$ cat src/rtl/rob_map_commit.sv
module rob_map_commit #(
  parameter int DEPTH = 4,
  parameter int NAREG = 8,
  parameter int NPREG = 16
) (
  input  logic                     clk,
  input  logic                     rst_n,
  input  logic                     alloc_valid,
  input  logic                     alloc_wen,
  input  logic [$clog2(NAREG)-1:0] alloc_areg,
  input  logic [$clog2(NPREG)-1:0] alloc_preg,
  input  logic [$clog2(NPREG)-1:0] alloc_ppreg,
  output logic                     alloc_ready,
  output logic [$clog2(DEPTH)-1:0] alloc_idx,
  input  logic                     wb_valid,
  input  logic [$clog2(DEPTH)-1:0] wb_idx,
  output logic                     commit_valid,
  output logic                     commit_wen,
  output logic [$clog2(NAREG)-1:0] commit_areg,
  output logic [$clog2(NPREG)-1:0] commit_preg,
  output logic                     free_valid,
  output logic [$clog2(NPREG)-1:0] free_preg,
  input  logic [$clog2(NAREG)-1:0] arch_areg,
  output logic [$clog2(NPREG)-1:0] arch_preg
);
  localparam int IW = $clog2(DEPTH);
  localparam int AW = $clog2(NAREG);
  localparam int PW = $clog2(NPREG);
  localparam int CW = $clog2(DEPTH + 1);

  logic [IW-1:0]    head, tail;
  logic [CW-1:0]    count;
  logic [DEPTH-1:0] vld, done, wen;
  logic [AW-1:0]    areg_q  [DEPTH];
  logic [PW-1:0]    preg_q  [DEPTH];
  logic [PW-1:0]    ppreg_q [DEPTH];
  logic [PW-1:0]    amap    [NAREG];

  wire alloc_fire = alloc_valid && alloc_ready;

  assign alloc_ready  = (count != CW'(DEPTH));
  assign alloc_idx    = tail;
  assign commit_valid = vld[head] && done[head];
  assign commit_wen   = wen[head];
  assign commit_areg  = areg_q[head];
  assign commit_preg  = preg_q[head];
  assign free_valid   = commit_valid && wen[head];
  assign free_preg    = ppreg_q[head];
  assign arch_preg    = amap[arch_areg];

  always_ff @(posedge clk) begin
    if (!rst_n) begin
      head  <= '0;
      tail  <= '0;
      count <= '0;
      vld   <= '0;
      done  <= '0;
    end else begin
      if (commit_valid) begin
        vld[head] <= 1'b0;
        head      <= head + 1'b1;
      end
      if (alloc_fire) begin
        vld[tail]  <= 1'b1;
        done[tail] <= 1'b0;
        tail       <= tail + 1'b1;
      end
      if (wb_valid && vld[wb_idx])
        done[wb_idx] <= 1'b1;
      count <= count + CW'(alloc_fire) - CW'(commit_valid);
    end
  end

  always_ff @(posedge clk) begin
    if (alloc_fire) begin
      wen[tail]     <= alloc_wen;
      areg_q[tail]  <= alloc_areg;
      preg_q[tail]  <= alloc_preg;
      ppreg_q[tail] <= alloc_ppreg;
    end
  end

  always_ff @(posedge clk) begin
    if (!rst_n) begin
      for (int i = 0; i < NAREG; i++) amap[i] <= PW'(i);
    end else if (free_valid) begin
      amap[commit_areg] <= commit_preg;
    end
  end

  a_r3_count_bound: assert property (@(posedge clk) disable iff (!rst_n)
    count <= CW'(DEPTH));

  a_r3_full_holds_tail: assert property (@(posedge clk) disable iff (!rst_n)
    !alloc_ready |=> tail == $past(tail));

  a_r2_tail_step: assert property (@(posedge clk) disable iff (!rst_n)
    alloc_fire |=> tail == $past(tail) + 1'b1);

  a_r5_head_step: assert property (@(posedge clk) disable iff (!rst_n)
    commit_valid |=> head == $past(head) + 1'b1);

  a_r4_head_waits: assert property (@(posedge clk) disable iff (!rst_n)
    !commit_valid |=> head == $past(head));

  a_r6_map_write: assert property (@(posedge clk) disable iff (!rst_n)
    free_valid |=> amap[$past(commit_areg)] == $past(commit_preg));

  a_r7_map_kept: assert property (@(posedge clk) disable iff (!rst_n)
    (commit_valid && !commit_wen) |=> amap[$past(commit_areg)] == $past(amap[commit_areg]));
endmodule

$ cat config.mk
export PLATFORM = sky130hd
export DESIGN_NAME = rob_map_commit
export DESIGN_NICKNAME = d
export VERILOG_FILES = /design/src/rtl/rob_map_commit.sv
export SDC_FILE = /design/constraint.sdc
export NUM_CORES = 1
export LEC_CHECK = 0
export CAP_MARGIN = 10
export CORE_ASPECT_RATIO = 0.9
export CORE_MARGIN = 2
export CORE_UTILIZATION = 50
export CTS_BUF_LIST = sky130_fd_sc_hd__clkbuf_8
export DETAILED_ROUTE_END_ITERATION = 8
export PLACE_DENSITY = 0.72
export REMOVE_ABC_BUFFERS = 1
export SLEW_MARGIN = 25
export SYNTH_ARGS = -nofsm -noshare
export SYNTH_HDL_FRONTEND = slang
export SYNTH_SLANG_ARGS = --single-unit
$ cat constraint.sdc
create_clock -name clk -period 3.5 [get_ports clk]
set_clock_uncertainty 0.2 [all_clocks]
set_input_delay 0.7 -clock clk [delete_from_list [all_inputs] [get_ports clk]]
set_output_delay 0.7 -clock clk [all_outputs]
set_load 0.005 [all_outputs]
==> summary.txt, run 1 <==
Clocking
  – CTS tree: built
  – CTS Root Cell: clkbuf_8
  – Max H-tree Level: 3
  – Hold-fix buffers, CTS: 0
  – Longest Clk Path Bufs: 2
  – Clk sinks: 97
  – Worst skew pair latency: 0.34 ns
  – Number of CTS-inserted buffers: 9
  – Reg clk slew, reported paths: roughly 0.08 ns

Worst setup path
  – Endpoint class of the critical path: output pin
  – CP startpoint: arch_areg[0]
  – Reg-to-reg endpoint: count[2]$_SDFF_PN0_
  – FF-to-FF Start: head[0]$_SDFFE_PN0N_
  – Critical Path RT: ~2.6 ns
  – Flop2flop setup slack: between 0.5 and 0.6 ns
  – Cell count of the worst reg-to-reg path: 9
  – Worst Setup Path Type: input pin to output pin
  – Data arrival, critical path: 2.55 ns
  – Worst Path Max Fanout: 8
  – Crit path launch type: input pin
  – Setup crit end: arch_preg[1]

Global route
  – GR Overflow Total: 0
  – Total track usage: about 16%
  – Initial antenna violation count: 0
  – Vias in the first global route: 2247
  – Largest net degree at the start of global routing: 20
  – Global-route wire length before repair: around 11 mm

Synthesis
  – Synthesis-stage register bit count: slightly below 100
  – Netlist cell types: 36
  – Sequential area share after synthesis: between 60% and 70%
  – Synth warn: 0
  – Top-area cell type share of the netlist area: approximately 57%
  – Most common cell in the netlist: edfxtp_1
  – Area contributors post-synth: edfxtp_1, mux4_2, dfxtp_1, ha_1, mux2_2
  – Synthesized area: around 4200 um^2
  – Synth Flop Type: edfxtp_1
  – Yosys top cell by area: edfxtp_1
  – Syn avg cell area: approximately 15 um^2
  – Post-synth ARST share: 0%
  – Top cells by count, synth: edfxtp_1, nand2_1, nor2_1
  – EDFF count, synth: 80
  – Gate Count Post-Synth: 278

Power and ir drop
  – VDD IR-drop max: around 0.33 mV
  – Int Power: between 1.5 and 2 mW
  – Switch share: roughly a quarter
  – Pwr/cell area: 480 nW/um^2
  – Tot Pwr: around 2.4 mW
  – Gate power share: between 10% and 20%
  – Sw power: approximately 0.57 mW
  – Clock Power Share: 24.7%
  – Lkg Pwr: between 1.5 and 2 nW
  – Seq pwr share: approximately 58%

STA
  – Setup TNS: 0 ns
  – Max Slew Vio Count: 0
  – Fmax: about 0.29 GHz
  – Pin slew with the least headroom to its limit: about 0.75 ns
  – Hold Vio Cnt, Final: 0
  – Final setup viols: 0
  – Tmin final: 3.45 ns
  – RSZ-0062 raised after global routing: no
  – Fin crit share: slightly below 100%
  – Max_slew headroom: approximately 50%

Placement
  – Placed cell count: between 400 and 500
  – Dpl hpwl: between 5 and 6 mm
  – Placed Instance Area: between 4000 and 5000 um^2
  – # port buffers: 41
  – GPL Wtd Cong: 0.746

Drt
  – Routed WL per cell: 16.4 um
  – DR vias/cell: around 5.3
  – First-pass DRT Iterations: 4
  – Via count: between 2000 and 2500
  – Final ANT Viol Nets: 0
  – Routed WL: between 7 and 8 mm
  – DR iter-0 viols: ~120
  – # DRC: 0

Die
  – Die Height: about 90 um
  – Initial Utilization: 51.9%
  – Core area: slightly above 8000 um^2
  – Die W: 101 um
  – Top Ports: 42
  – # rows: 31
  – Die ar.: 9160 um^2

Layout
  – P&R area growth vs syn: 17.5%
  – # diodes: 0
  – Share of cells above drive strength 1: 18.0%
  – Nets@finish: approximately 360
  – Register cell area after layout: 2740 um^2
  – Multi-input gate area: 1360 um^2
  – Layout Cells excl Fill: about 430
  – # fillers: just over 600
  – Final Instance Area: 4940 um^2

Hold path
  – Hold crit path type: flip-flop to flip-flop

Status
  – Status: completed

Flow run
  – Number of max-cap violations: 0
==> cells in the final DEF (no fill, tap or decap), drive strengths merged, types with 2 or more instances in the layout <==
cell and n:
mux2 8, nand2b 9, mux2i 4, nor2 21
o21ai 5, clkinv 3, ha 10, xnor2 3
clkbuf 9, nand4b 2, buf 11, nand3 4
mux4 18, a21boi 8, clkdlybuf4s50 40, a21oi 4
and2 14, nor2b 5, o21a 5, nand2 20
nand4 9, inv 17, dfxtp 17, edfxtp 80
==> power by group through the flow <==
| stage | clock (mW) | combinational (mW) | sequential [mW] |
|---|---|---|---|
| 2_1_floorplan | 0 | 0.215 | 1.40 |
| 3_3_place_gp | 0 | 0.403 | 1.40 |
| 3_5_place_dp | 0 | 0.412 | 1.41 |
| 4_1_cts | 0.603 | 0.412 | 1.38 |
| 5_1_grt | 0.646 | 0.452 | 1.39 |
| 6_report | 0.584 | 0.406 | 1.38 |
==> cell type report <==
| class | count | area share [%] |
|---|---|---|
| multi-input cells | 155 | 27.5 |
| inverters | 15 | 1.14 |
| clock buffers | 9 | 2.51 |
| flip-flops and latches | 97 | 55.5 |
| clock inverters | 6 | 0.582 |
| repair buffers | 52 | 10.3 |
| well taps | 99 | 2.51 |
==> layer usage <==
metal  vias to the layer above  GRT usage [%]  part of all wire [%]
met5                         -              0                     0
met4                         0           5.14                  0.68
met3                         6           3.77                   3.1
met1                      1133           21.3                    45
li1                       1133              -                     -
met2                        42           27.6                    51
==> cells by family after synthesis <==
| kind of cell | synth area share [%] |
|---|---|
| adder cells (fa/ha/maj) | 3.45 |
| flip-flops | 65.2 |
| buffers and inverters | 2.53 |
| multiplexers | 12.7 |
| AO/OA/AOI/OAI | 3.96 |
| XOR/XNOR | 0.625 |
| AND/OR/NAND/NOR | 11.5 |
==> worst min-delay path by stage <==
stage | start | to | slack (ns) | cells past startpoint
floorplan | done[2]$_SDFF_PN0_ | done[2]$_SDFF_PN0_ | 0.24 | 2
global placement | done[2]$_SDFF_PN0_ | done[2]$_SDFF_PN0_ | 0.25 | 2
detailed placement | done[2]$_SDFF_PN0_ | done[2]$_SDFF_PN0_ | 0.25 | 2
CTS | done[2]$_SDFF_PN0_ | done[2]$_SDFF_PN0_ | 0.26 | 2
global route | done[2]$_SDFF_PN0_ | done[2]$_SDFF_PN0_ | 0.30 | 2
finish | done[2]$_SDFF_PN0_ | done[2]$_SDFF_PN0_ | 0.26 | 2
==> sequential cells by signal, indices dropped and copies added, names as in the netlist, named ones only <==
signal,cells
alloc_idx,2
amap,32
areg_q,12
count,3
done,4
head,2
ppreg_q,16
preg_q,16
vld,4
wen,4
==> through the flow <==
step	setup slack [ns]	hold slack, ns	util, %
3_5_place_dp	0.0330	0.253	58.9
2_1_floorplan	0.732	0.236	-
5_1_grt	0.00552	0.301	61.0
3_3_place_gp	0.0362	0.248	58.9
6_report	0.0530	0.261	61.0
4_1_cts	0.0280	0.264	60.7
==> worst max-delay path, stage by stage <==
cell and delay (ns):
clkdlybuf4s50_1 0.51, buf_12 0.14, mux4_2 0.49, mux2_2 0.27, clkdlybuf4s50_1 0.44
==> what timing repair did <==
| item | 4_1_cts | 5_1_grt |
|---|---|---|
| endpoints found under the hold margin | 0 | 0 |
| resized for setup | 0 | 1 |
| buffers inserted | 0 | 2 |
| endpoints found under the setup margin | 0 | 2 |
(Power assumes the default switching activity.)
==> inputs of run 2 (changes only) <==
- CORE_ASPECT_RATIO: 0.9 -> 0.75
- GPL_ROUTABILITY_DRIVEN: unset -> 0
==> run 2 against run 1 <==
Effect of this change: clock power is 16% higher; non-clock buffer count stayed put; die area hardly changed; critical endpoint is now arch_preg[3]; largest power group unchanged.
==> summary.txt, run 2 (synthesized netlist as in run 1, its figures left out) <==
STA
  – RSZ-0062 raised after global routing: no (unchanged)
  – Final worst slack: 0.158 ns (was 0.0530 ns)
  – Hold Vio Cnt, Final: 0 (unchanged)
  – Fmax: 0.299 GHz (was 0.290 GHz)
  – Max_slew headroom: 49.7% (was 49.8%)
  – Pin slew with the least headroom to its limit: 0.755 ns (was 0.752 ns)
  – Fin crit share: 95.5% (was 98.5%)
  – Setup TNS: 0 ns (unchanged)
  – Final setup viols: 0 (unchanged)
  – Tmin final: 3.34 ns (was 3.45 ns)
  – Max Slew Vio Count: 0 (unchanged)

Clocking
  – Worst skew pair latency: 0.36 ns (was 0.34 ns)
  – Clk sinks: 97 (unchanged)
  – Hold-fix buffers, CTS: 0 (unchanged)
  – CTS tree: built (unchanged)
  – CTS Root Cell: clkbuf_8 (unchanged)
  – Max H-tree Level: 3 (unchanged)
  – Longest Clk Path Bufs: 2 (unchanged)
  – Reg clk slew, reported paths: 0.10 ns (was 0.08 ns)
  – Number of CTS-inserted buffers: 9 (unchanged)

Status
  – Status: completed (unchanged)

Die
  – Die W: 110 um (was 101 um)
  – Die ar.: 9170 um^2 (was 9160 um^2)
  – # rows: 28 (was 31)
  – Core area: 8020 um^2 (was 8110 um^2)
  – Top Ports: 42 (unchanged)
  – Initial Utilization: 52.4% (was 51.9%)
  – Die Height: 83.4 um (was 91.0 um)

Worst setup path
  – Crit path launch type: input pin (unchanged)
  – Endpoint class of the critical path: output pin (unchanged)
  – Data arrival, critical path: 2.44 ns (was 2.55 ns)
  – Critical Path RT: 2.60 ns (about the same)
  – Worst Setup Path Type: input pin to output pin (unchanged)
  – Worst Path Max Fanout: 8 (unchanged)

Global route
  – GR Overflow Total: 0 (unchanged)
  – Initial antenna violation count: 0 (unchanged)
  – Largest net degree at the start of global routing: 18 (was 20)
  – Global-route wire length before repair: 12.3 mm (was 11.4 mm)
  – Total track usage: 18.3% (was 16.5%)
  – Vias in the first global route: 2311 (was 2247)

Layout
  – # diodes: 0 (unchanged)
  – P&R area growth vs syn: 18.6% (was 17.5%)
  – Final Instance Area: 4990 um^2 (was 4940 um^2)
  – Regs by FF count: amap (32), ppreg_q (16), preg_q (16) (unchanged)
  – Nets@finish: 362 (unchanged)
  – Max reg flops: 32 (unchanged)
  – Register with the most flip-flops: amap (unchanged)
  – Most common cell after layout, fill and taps aside: edfxtp_1 (unchanged)
  – Most frequent cells in the layout: edfxtp_1, clkdlybuf4s50_1, nand2_1, nor2_1, mux4_2 (unchanged)
  – Share of cells above drive strength 1: 19.1% (was 18.0%)

Power and ir drop
  – Clock Power Share: 27.5% (was 24.7%)
  – Sw power: 0.633 mW (was 0.573 mW)
  – Pwr/cell area: 496 nW/um^2 (was 480 nW/um^2)
  – Int Power: 1.84 mW (was 1.80 mW)
  – Tot Pwr: 2.47 mW (was 2.37 mW)
  – Gate power share: 16.7% (was 17.1%)
  – Seq pwr share: 55.9% (was 58.2%)
  – VDD IR-drop max: 0.329 mV (was 0.326 mV)
  – Lkg Pwr: 1.73 nW (was 1.71 nW)
  – Switch share: 25.6% (was 24.2%)

Placement
  – Setup WS pre-CTS: 0.0285 ns (was 0.0330 ns)
  – # port buffers: 41 (unchanged)
  – Dpl hpwl: 5.51 mm (was 5.12 mm)
  – Placed Instance Area: 4790 um^2 (was 4770 um^2)

Drt
  – # DRC: 0 (unchanged)
  – Routed WL: 7.71 mm (was 7.10 mm)
  – Routed WL per cell: 17.5 um (was 16.4 um)
  – DR iter-0 viols: 122 (was 123)
  – Via count: 2360 (was 2314)
  – Final ANT Viol Nets: 0 (unchanged)
  – First-pass DRT Iterations: 4 (unchanged)
  – DR vias/cell: 5.36 (was 5.34)

Flow run
  – Number of max-cap violations: 0 (unchanged)

Hold path
  – Hold crit path type: flip-flop to flip-flop (unchanged)
run 2: path summary, 6_finish.rpt:
| check | slack, ns | start | depth (start not counted) | end |
|---|---|---|---|---|
| min reg2reg | 0.27 | done[2]$_SDFF_PN0_ | 2 | done[2]$_SDFF_PN0_ |
| max | 0.16 | arch_areg[1] | 4 | arch_preg[3] |
| min | 0.27 | done[2]$_SDFF_PN0_ | 2 | done[2]$_SDFF_PN0_ |
| max reg2reg | 0.51 | head[0]$_SDFFE_PN0N_ | 9 | count[2]$_SDFF_PN0_ |
run 2: metrics by stage:
step / std cells / hold WS [ns] / util (%)
floorplan: 267 / 0.236 / -
global placement: 423 / 0.247 / 59.7
detailed placement: 423 / 0.263 / 59.7
CTS: 439 / 0.279 / 62.0
global route: 440 / 0.306 / 62.2
finish: 440 / 0.273 / 62.2
run 2: area by class of cell:
| class | instances | area, um^2 |
|---|---|---|
| clock inverter | 6 | 48.8 |
| fill | 637 | 3040 |
| tap | 105 | 131 |
| timing repair buffer | 52 | 513 |
| multi-input combinational | 155 | 1360 |
| clock buffer | 10 | 138 |
| sequential | 97 | 2740 |
| inverter | 15 | 56.3 |
run 2: timing repair:
item / CTS / global route
resized for setup: 0 / 3
buffers inserted: 0 / 1
endpoints found under the setup margin: 0 / 4
run 2: per-layer routing:
| metal | wire length [um] | track usage (%) |
|---|---|---|
| met1 | 3680 | 26.9 |
| met2 | 3660 | 27.0 |
| met3 | 345 | 5.26 |
| met4 | 23 | 4.14 |
| met5 | 0 | 0 |
run 2: power by group through the flow:
| stage | clock network (mW) | registers, mW | logic (mW) |
|---|---|---|---|
| 2_1_floorplan | 0 | 1.40 | 0.215 |
| 3_3_place_gp | 0 | 1.41 | 0.406 |
| 3_5_place_dp | 0 | 1.41 | 0.416 |
| 4_1_cts | 0.696 | 1.38 | 0.419 |
| 5_1_grt | 0.740 | 1.39 | 0.450 |
| 6_report | 0.679 | 1.38 | 0.412 |
run 2: critical path, cell delays in order:
cell	delay [ns]
clkdlybuf4s50_1	0.67
mux4_2	0.36
mux2_2	0.27
clkdlybuf4s50_1	0.44
